$ cat src/rtl/lvl_mask_pwm_pkg.sv
package lvl_mask_pwm_pkg;

    localparam int TBL_MAX = 2048;
    localparam int TBL_AW  = 11;

    typedef enum logic {S_RISE = 1'b0, S_FALL = 1'b1} slope_e;

    // Cell that switches in interval k (1-based) for band code bc.
    function automatic int switch_cell(int n, int bc, int k);
        int j;
        j = (k + 1) / 2;
        if ((k % 2) == 1) return (j - 1) % n;
        return (j + bc) % n;
    endfunction

    // Returns {pass, force} for cell c in band code bc, interval k.
    function automatic logic [1:0] mask_pair(int n, int bc, int k, int c);
        int kk;
        if (switch_cell(n, bc, k) == c) return 2'b10;
        for (int s = 1; s <= 2 * n; s++) begin
            kk = k - s;
            if (kk < 1) kk = kk + 2 * n;
            if (switch_cell(n, bc, kk) == c) return ((kk % 2) == 0) ? 2'b01 : 2'b00;
        end
        return 2'b00;
    endfunction

    function automatic logic [TBL_MAX-1:0] build_table(int n, bit pick_force);
        logic [TBL_MAX-1:0] t;
        logic [1:0]         p;
        int                 idx;
        t = '0;
        for (int b = 0; b < n; b++) begin
            for (int k = 1; k <= 2 * n; k++) begin
                for (int c = 0; c < n; c++) begin
                    idx = ((b * 2 * n) + (k - 1)) * n + c;
                    p   = mask_pair(n, b, k, c);
                    if (idx < TBL_MAX) t[idx[TBL_AW-1:0]] = pick_force ? p[0] : p[1];
                end
            end
        end
        return t;
    endfunction

endpackage

$ cat src/rtl/lvl_carrier_fsm.sv
module lvl_carrier_fsm #(
    parameter int CMAX  = 9,
    parameter int N_INT = 8,
    parameter int CW    = 4,
    parameter int IW    = 4
) (
    input  logic          clk,
    input  logic          rst_n,
    output logic [CW-1:0] carrier_o,
    output logic [IW-1:0] ptr_o
);
    import lvl_mask_pwm_pkg::*;

    localparam logic [CW-1:0] TOP_M1 = CW'(CMAX - 1);
    localparam logic [CW-1:0] ONE    = CW'(1);
    localparam logic [IW-1:0] LAST   = IW'(N_INT);

    slope_e        state_q, state_d;
    logic [CW-1:0] car_q, car_d;
    logic [IW-1:0] ptr_q, ptr_d, ptr_next;

    always_ff @(posedge clk or negedge rst_n) begin
        if (!rst_n) begin
            state_q <= S_RISE;
            car_q   <= '0;
            ptr_q   <= IW'(1);
        end else begin
            state_q <= state_d;
            car_q   <= car_d;
            ptr_q   <= ptr_d;
        end
    end

    assign ptr_next = (ptr_q == LAST) ? IW'(1) : ptr_q + 1'b1;

    always_comb begin
        state_d = state_q;
        car_d   = car_q;
        ptr_d   = ptr_q;
        unique case (state_q)
            S_RISE: begin
                car_d = car_q + 1'b1;
                if (car_q == TOP_M1) begin
                    state_d = S_FALL;
                    ptr_d   = ptr_next;
                end
            end
            S_FALL: begin
                car_d = car_q - 1'b1;
                if (car_q == ONE) begin
                    state_d = S_RISE;
                    ptr_d   = ptr_next;
                end
            end
        endcase
    end

    assign carrier_o = car_q;
    assign ptr_o     = ptr_q;

endmodule

$ cat src/rtl/lvl_mask_rom.sv
module lvl_mask_rom #(
    parameter int N_CELLS  = 4,
    parameter int N_INT    = 8,
    parameter int BW       = 2,
    parameter int IW       = 4,
    parameter int TBL_BITS = 128,
    parameter logic [TBL_BITS-1:0] TBL_A = '0,
    parameter logic [TBL_BITS-1:0] TBL_B = '0
) (
    input  logic [BW-1:0]      band_i,
    input  logic [IW-1:0]      ptr_i,
    output logic [N_CELLS-1:0] mask_a_o,
    output logic [N_CELLS-1:0] mask_b_o
);
    localparam int AW = (TBL_BITS > 1) ? $clog2(TBL_BITS) : 1;

    logic [AW-1:0] base;

    assign base = AW'(int'(band_i) * N_INT * N_CELLS + (int'(ptr_i) - 1) * N_CELLS);

    for (genvar c = 0; c < N_CELLS; c++) begin : g_cell
        assign mask_a_o[c] = TBL_A[base + AW'(c)];
        assign mask_b_o[c] = TBL_B[base + AW'(c)];
    end

endmodule

$ cat src/rtl/lvl_cell_gate.sv
module lvl_cell_gate (
    input  logic rst_n,
    input  logic raw_i,
    input  logic mask_a_i,
    input  logic mask_b_i,
    output logic hi_o,
    output logic lo_o
);
    always_comb begin
        if (!rst_n) hi_o = 1'b0;
        else        hi_o = (raw_i & mask_a_i) | mask_b_i;
    end

    assign lo_o = ~hi_o;

endmodule

$ cat src/rtl/lvl_mask_pwm.sv
module lvl_mask_pwm #(
    parameter int N_CELLS  = 4,
    parameter int CMAX     = 9,
    parameter int N_INT    = 2 * N_CELLS,
    parameter int BW       = (N_CELLS > 1) ? $clog2(N_CELLS) : 1,
    parameter int CW       = $clog2(CMAX + 1),
    parameter int TBL_BITS = N_CELLS * N_INT * N_CELLS,
    parameter logic [TBL_BITS-1:0] MASK_A = TBL_BITS'(lvl_mask_pwm_pkg::build_table(N_CELLS, 1'b0)),
    parameter logic [TBL_BITS-1:0] MASK_B = TBL_BITS'(lvl_mask_pwm_pkg::build_table(N_CELLS, 1'b1))
) (
    input  logic               clk,
    input  logic               rst_n,
    input  logic [BW-1:0]      band_i,
    input  logic [CW-1:0]      ref_i,
    output logic [N_CELLS-1:0] sw_hi_o,
    output logic [N_CELLS-1:0] sw_lo_o
);
    localparam int IW = $clog2(N_INT + 1);

    logic [CW-1:0]      carrier_w;
    logic [IW-1:0]      ptr_w;
    logic               raw_w;
    logic [N_CELLS-1:0] mask_a_w;
    logic [N_CELLS-1:0] mask_b_w;

    lvl_carrier_fsm #(.CMAX(CMAX), .N_INT(N_INT), .CW(CW), .IW(IW)) u_carrier (
        .clk       (clk),
        .rst_n     (rst_n),
        .carrier_o (carrier_w),
        .ptr_o     (ptr_w)
    );

    assign raw_w = ref_i > carrier_w;

    lvl_mask_rom #(
        .N_CELLS(N_CELLS), .N_INT(N_INT), .BW(BW), .IW(IW),
        .TBL_BITS(TBL_BITS), .TBL_A(MASK_A), .TBL_B(MASK_B)
    ) u_rom (
        .band_i   (band_i),
        .ptr_i    (ptr_w),
        .mask_a_o (mask_a_w),
        .mask_b_o (mask_b_w)
    );

    for (genvar c = 0; c < N_CELLS; c++) begin : g_gate
        lvl_cell_gate u_gate (
            .rst_n    (rst_n),
            .raw_i    (raw_w),
            .mask_a_i (mask_a_w[c]),
            .mask_b_i (mask_b_w[c]),
            .hi_o     (sw_hi_o[c]),
            .lo_o     (sw_lo_o[c])
        );
    end

endmodule

$ cat config.mk
export PLATFORM = sky130hd
export DESIGN_NAME = lvl_mask_pwm
export DESIGN_NICKNAME = d
export VERILOG_FILES = /design/src/rtl/lvl_mask_pwm_pkg.sv /design/src/rtl/lvl_carrier_fsm.sv /design/src/rtl/lvl_mask_rom.sv /design/src/rtl/lvl_cell_gate.sv /design/src/rtl/lvl_mask_pwm.sv
export SDC_FILE = /design/constraint.sdc
export NUM_CORES = 1
export LEC_CHECK = 0
export ABC_AREA = 1
export BUFFER_PORTS_ARGS = -buffer_cell sky130_fd_sc_hd__buf_2
export CORE_MARGIN = 1
export CORE_UTILIZATION = 55
export DETAILED_ROUTE_END_ITERATION = 6
export PLACE_DENSITY = 0.73
export SLEW_MARGIN = 20
export SYNTH_ARGS = -nofsm -noshare
export SYNTH_HDL_FRONTEND = slang
export SYNTH_SLANG_ARGS = --single-unit
$ cat constraint.sdc
create_clock -name clk -period 3.9 [get_ports clk]
set_clock_uncertainty 0.05 [all_clocks]
set_input_delay 0 -clock clk [delete_from_list [all_inputs] [get_ports clk]]
set_output_delay 0 -clock clk [all_outputs]
set_load 0.005 [all_outputs]
Word-level counts from Yosys, hierarchy flattened
Memory sizes are Yosys's and may differ from the RTL's.
Index checks and enable logic that the tools add are counted.
{"block": "word_totals", "register_bits": 9, "latch_bits": 0, "ram_bits": 0, "mem_bits_ro": 1024, "out_inout_bits": 8, "wordCells": 63, "memories": 8}
{"block": "op_classes", "add_sub_neg": 8, "multipliers": 0, "div": 0, "magnitude_cmp": 5, "eq_ne": 5, "shifts": 0, "n_mux": 20, "bitwise_logic": 13, "reduce_logical": 1}
{"name": "(no name shown)", "words": 128, "width": 1, "rd": 1, "rd_clocked_by_memory_dff": 0, "write_ports": 0, "line": "lvl_mask_rom.sv:22", "rtl": "assign mask_a_o[c] = TBL_A[base + AW'(c)];"}
{"name": "(no name shown)", "words": 128, "width": 1, "rd": 1, "rd_clocked_by_memory_dff": 0, "write_ports": 0, "line": "lvl_mask_rom.sv:23", "rtl": "assign mask_b_o[c] = TBL_B[base + AW'(c)];"}
{"name": "(no name shown)", "words": 128, "width": 1, "rd": 1, "rd_clocked_by_memory_dff": 0, "write_ports": 0, "line": "lvl_mask_rom.sv:22"}
{"name": "(no name shown)", "words": 128, "width": 1, "rd": 1, "rd_clocked_by_memory_dff": 0, "write_ports": 0, "line": "lvl_mask_rom.sv:23"}
{"name": "(no name shown)", "words": 128, "width": 1, "rd": 1, "rd_clocked_by_memory_dff": 0, "write_ports": 0, "line": "lvl_mask_rom.sv:22"}
{"name": "(no name shown)", "words": 128, "width": 1, "rd": 1, "rd_clocked_by_memory_dff": 0, "write_ports": 0, "line": "lvl_mask_rom.sv:23"}
{"name": "2 more memories"}
{"cell": "$lt 7x8->1 const B", "n": 4}
{"cell": "$pmux 4 s2", "n": 2}
{"cell": "$add 7x2->7 const B", "n": 2}
{"cell": "$mux 1", "n": 14}
{"cell": "$mux 4", "n": 3}
{"cell": "$add 4x1->4 const B", "n": 2}
{"cell": "$eq 4x4->1 const B", "n": 2}
{"cell": "$add 7x1->7 const B", "n": 1}
{"cell": "$add 7x7->7", "n": 1}
{"cell": "$not 1->1", "n": 5}
{"cell": "$sub 4x1->5 const B", "n": 1}
{"cell": "$and 1x1->1", "n": 4}
{"cell": "$eq 4x1->1 const B", "n": 1}
{"cell": "$gt 4x4->1", "n": 1}
{"cell": "$or 1x1->1", "n": 4}
{"cell": "$sub 4x1->4 const B", "n": 1}
{"cell": "$ne 2x1->1 const B", "n": 1}
{"cell": "$ne 2x2->1 const B", "n": 1}
{"cell": "$pmux 1 s2", "n": 1}
{"cell": "$reduce_and 2->1", "n": 1}

Longest topological paths before layout
{"block": "depth", "ltp_word": 9, "depth_mapped": 17, "ltp_nobuf": 16}

Cells and area by module
Synthesis repeated with hierarchy kept, for this count alone.
{"block": "hier_totals", "cells_unflattened": 202, "area_unflattened_um2": 1226.2}
{"mod": "lvl_carrier_fsm", "instances": 1, "cells_each": 61, "area_each_um2": 505.5, "seq_area_each_um2": 226.5}
{"mod": "lvl_mask_rom", "instances": 1, "cells_each": 98, "area_each_um2": 501.7, "seq_area_each_um2": 0.0}
{"mod": "lvl_cell_gate", "instances": 4, "cells_each": 6, "area_each_um2": 27.5, "seq_area_each_um2": 0.0}
{"mod": "lvl_mask_pwm", "instances": 1, "cells_each": 19, "area_each_um2": 108.9, "seq_area_each_um2": 0.0}

Worst setup path after synthesis
OpenSTA, ideal clock, no wires.
{"block": "synth_timing", "path_type": "reg2out", "start": "reg u_carrier.ptr_q[0] (netlist: u_carrier.ptr_o[0])", "end": "out sw_lo_o[1]", "arrival_ps": 2024, "required_time_ps": 3850, "path_slack_ps": 1826, "stages_incl_launch_ff": 14, "n_path_buf": 1, "path_cell_list": "dfstp_2 > inv_1 > ha_1 > nand2_2 > inv_1 > nor2_1 > ha_1 > nand2_1 > nand3_2 > o21ai_1 > inv_1 > nand2_1 > nand2_2 > buf_4"}
{"block": "synth_via", "elab_chain_cells": 9, "elab_cells_between_ends": 11, "classes_between": "3 x add/sub; 3 x mux; 3 x bitwise; 2 x memory"}
{"item": "from (decl)", "line": "lvl_carrier_fsm.sv:20", "rtl": "logic [IW-1:0] ptr_q, ptr_d, ptr_next;"}
{"item": "from (signal assigned)", "line": "lvl_carrier_fsm.sv:30", "rtl": "ptr_q <= ptr_d;"}
{"item": "$sub 4x1->5 (*)", "line": "lvl_mask_rom.sv:19", "rtl": "assign base = AW'(int'(band_i) * N_INT * N_CELLS + (int'(ptr_i) - 1) * N_CELLS);"}
{"item": "$add 7x7->7 (*)", "line": "lvl_mask_rom.sv:19"}
{"item": "$add 7x1->7 (*)", "line": "lvl_mask_rom.sv:22, lvl_mask_rom.sv:23"}
{"item": "$mem_v2 128x1"}
{"item": "$mux 1 (implied by the code)", "line": "lvl_mask_rom.sv:22"}
{"item": "$and 1x1->1", "line": "lvl_cell_gate.sv:11", "rtl": "else hi_o = (raw_i & mask_a_i) | mask_b_i;"}
{"item": "$or 1x1->1 (*)", "line": "lvl_cell_gate.sv:11"}
{"item": "$mux 1 (*)", "line": "lvl_cell_gate.sv:10", "rtl": "if (!rst_n) hi_o = 1'b0;"}
{"item": "$not 1->1 (*)", "line": "lvl_cell_gate.sv:14", "rtl": "assign lo_o = ~hi_o;"}
{"item": "to (decl)", "line": "lvl_mask_pwm.sv:16", "rtl": "output logic [N_CELLS-1:0] sw_lo_o"}
Mark *: on every way between the ends. The rest lies on a longest branch, timed or not. The select of a mux whose other input is x is not followed.

Final worst setup path
{"block": "layout_timing", "start": "reg u_carrier.ptr_q[0] (netlist: u_carrier.ptr_o[0])", "end": "out sw_hi_o[1]"}
{"block": "layout_via", "elab_chain_cells": 8, "elab_cells_between_ends": 10, "classes_between": "3 x add/sub; 3 x mux; 2 x bitwise; 2 x memory"}
{"item": "$sub 4x1->5 (*)", "line": "lvl_mask_rom.sv:19"}
{"item": "$add 7x7->7 (*)", "line": "lvl_mask_rom.sv:19"}
{"item": "$add 7x1->7 (*)", "line": "lvl_mask_rom.sv:22, lvl_mask_rom.sv:23"}
{"item": "$mem_v2 128x1"}
{"item": "$mux 1 (implied by the code)", "line": "lvl_mask_rom.sv:22"}
{"item": "$and 1x1->1", "line": "lvl_cell_gate.sv:11"}
{"item": "$or 1x1->1 (*)", "line": "lvl_cell_gate.sv:11"}
{"item": "$mux 1 (*)", "line": "lvl_cell_gate.sv:10"}
{"item": "to (decl)", "line": "lvl_mask_pwm.sv:15", "rtl": "output logic [N_CELLS-1:0] sw_hi_o,"}
Marks and branches as above.

==> flow_metrics.py <==
metrics = {
    "cts": {
        "insertion_delay_ns": 0.25,
        "cts_sinks": 9,
        "cts-root-buf": "clkbuf_4",
        "cts_buffers": 3,
        "cts.repair.resized": 0,
        "clockBufferDepth": 2,
        "cts.clk_slew.worst_paths_ns": 0.06,
        "h-tree-depth": 1,
        "cts_tree": "built",
    },
    "sta": {
        "tightest_slew_ns": 0.3056,
        "fin_crit_sh": 0.6699,
        "slew_violations": 0,
        "setup_viol": 0,
        "tns_ns": 0,
        "rsz0062_at_grt": "no",
        "setup_slack_ns": 1.287,
        "post-route-min-period_ns": 2.613,
        "hold_viol_final": 0,
        "slew_headroom": 0.7963,
        "fmax_mhz": 382.8,
    },
    "critical_path": {
        "cp_slowest_cell": "dfstp_2",
        "reg2reg_slack_ns": 2.37,
        "reg2reg_to": "u_carrier.ptr_o[3]",
        "cp_cell_sequence": "inv_1 > ha_1 > nor2_1 > nor2_1 > ha_1 > nand2_1 > nand3_2 > o21ai_1 > inv_1 > nand2_1 > nand2_2 > inv_2 > buf_2",
        "crit_buf_inv": 4,
        "cpLargestDelayFamily": "simple AND/OR/NAND/NOR gates",
        "rr_worst_depth": 7,
        "cp.depth": 13,
        "worstPathMaxFanout": 7,
        "cpPeakStageDelay_ns": 0.58,
        "end_kind": "output port",
        "r2r-start": "u_carrier.carrier_o[0]",
        "crit_end": "sw_hi_o[1]",
        "cp-start-kind": "flop",
        "cp.required_ns": 3.85,
        "cp-startpoint": "u_carrier.ptr_o[0]",
        "critical_path_class": "reg2out",
        "cp.arrival_ns": 2.56,
    },
    "synth": {
        "synth.area.top_cells": "ha_1, nand2_1, dfrtp_1",
        "yosysWarnings": 0,
        "synth.area.mux_share": 0,
        "synth_fa_ha_area_frac": 0.1784,
        "synthXorXnorAreaFrac": 0.02775,
        "synth_top_area_cell": "ha_1",
        "synth_area_um2": 1262,
        "syn_inst": 200,
        "synth_top_cell_area_share": 0.1784,
        "synth_top_family_by_area": "simple AND/OR/NAND/NOR gates",
        "synth_nets": 226,
        "ys_seq_area_frac": 0.1794,
        "ys_seq_elements": 9,
        "ys_types": 25,
        "synth_compound_area_frac": 0.09118,
        "syn_area_per_cell_um2": 6.312,
        "yosys.area_share.simple": 0.3588,
    },
    "routing": {
        "route.detailed.drc": 0,
        "routed_wl_mm": 2.560,
        "drt-initial-drc-count": 42,
        "vias": 1196,
        "drt_pre_antenna_iters": 4,
        "wl_per_cell_um": 10.80,
        "viasPerCell": 5.046,
        "drtAntennaViolNets": 0,
    },
    "global_route": {
        "grt_pass1_wl_mm": 4.533,
        "grt_pass1_vias": 1132,
        "grt_max_degree": 16,
        "grt_antenna_before_repair": 0,
        "grt_usage": 0.2274,
        "grt.overflow.total": 0,
    },
    "place": {
        "globalplace.congestion": 0.9280,
        "detailedPlace.worstSlack_ns": 1.585,
        "post-dp-hpwl_mm": 2.149,
        "numPortBuffers": 15,
    },
    "die": {
        "start_util": 0.6123,
        "fp.dieW_um": 49.91,
        "die_h_um": 49.91,
        "rows": 16,
        "core-area_um2": 2062,
        "die_area_um2": 2491,
        "boundaryPins": 16,
    },
    "finish": {
        "drive_gt1_frac": 0.1762,
        "final_nets": 237,
        "diodes": 0,
        "mostFrequentLayoutCells": "nand2_1, inv_1, ha_1",
        "final_common_cell": "nand2_1",
        "syn2layout_area_growth_pct": 5.550,
    },
    "run_status": {
        "status": "finished, final reports clean",
    },
    "pwr": {
        "vdd_drop_max_v": 0.0002161,
        "power_density_nw_per_um2": 155.1,
        "p_leak_nw": 0.7853,
    },
    "hold_path": {
        "hold_path_class": "in2async",
    },
    "run": {
        "max_cap_viol_count": 0,
    },
}
-- sequential cells by signal (all words and copies together) (netlist names) --
register	count
u_carrier.carrier_o	4
u_carrier.ptr_o	4
u_carrier.state_q	1
-- stage by stage --
stage | std cells | total power [W] | cell area, um2 | util | hold WS (ns)
finish | 237 | 0.0002067 | 1333 | 0.6462 | 0.1085
global route | 237 | 0.0002196 | 1333 | 0.6462 | 0.1383
CTS | 237 | 0.0002105 | 1333 | 0.6462 | 0.1072
detailed placement | 232 | 0.0001406 | 1295 | 0.6280 | -0.1485
global placement | 232 | 0.0001389 | 1295 | 0.6280 | -0.1537
floorplan | 200 | 0.0001331 | 1262 | - | -0.3456
-- synthesized netlist by cell type, drive strengths merged --
cell,n
a21oi,7
buf,10
clkinv,1
dfrtp,8
dfstp,1
ha,18
inv,34
nand2,69
nand3,14
nand4,3
nor2,16
nor3,1
o211ai,1
o21ai,8
o21bai,1
o22ai,4
xor2,4
-- where the power goes --
part | internal (W) | switching (W)
Sequential | 0.0000935 | 0
Combinational | 0.0000186 | 0.0000275
Clock | 0.0000376 | 0.0000296
Total | 0.000150 | 0.0000571
-- layout make-up --
| cell class | count | area [um2] |
|---|---|---|
| multi-input cells | 146 | 828.3 |
| fillers | 203 | 729.5 |
| flip-flops and latches | 9 | 226.5 |
| inverters | 35 | 131.4 |
| repair buffers | 16 | 85.08 |
| well taps | 27 | 33.78 |
| clock buffers | 3 | 22.52 |
| clock inverters | 1 | 5.005 |
-- metal layers --
metal  track usage  routed length (um)  part of all wire
met5             0                   0                 0
met3             0                  46             0.018
met1        0.2784                1193              0.47
met2        0.4347                1320              0.52
met4       0.05714                   0                 0
-- worst min-delay path by stage --
stage / start / endpoint / slack, ns / cells past startpoint
after global routing: rst_n / u_carrier.carrier_o[2] / 0.14 / 2
final: rst_n / u_carrier.carrier_o[1] / 0.11 / 2
after floorplan: rst_n / u_carrier.carrier_o[0] / -0.35 / 0
after detailed placement: rst_n / u_carrier.carrier_o[1] / -0.15 / 1
after global placement: rst_n / u_carrier.carrier_o[1] / -0.15 / 1
after CTS: rst_n / u_carrier.carrier_o[1] / 0.11 / 2
-- kinds of logic after synthesis --
logic type	count (synthesis)
simple gates	103
buf+inv	45
flops	9
compound gates	21
xor+xnor	4
fa+ha+maj	18
-- timing repair --
item,CTS,global route
endpoints found under the hold margin,9,0
hold buffers,1,0
setup buffers,0,0
Note: power is estimated with default switching activity, not from simulation.
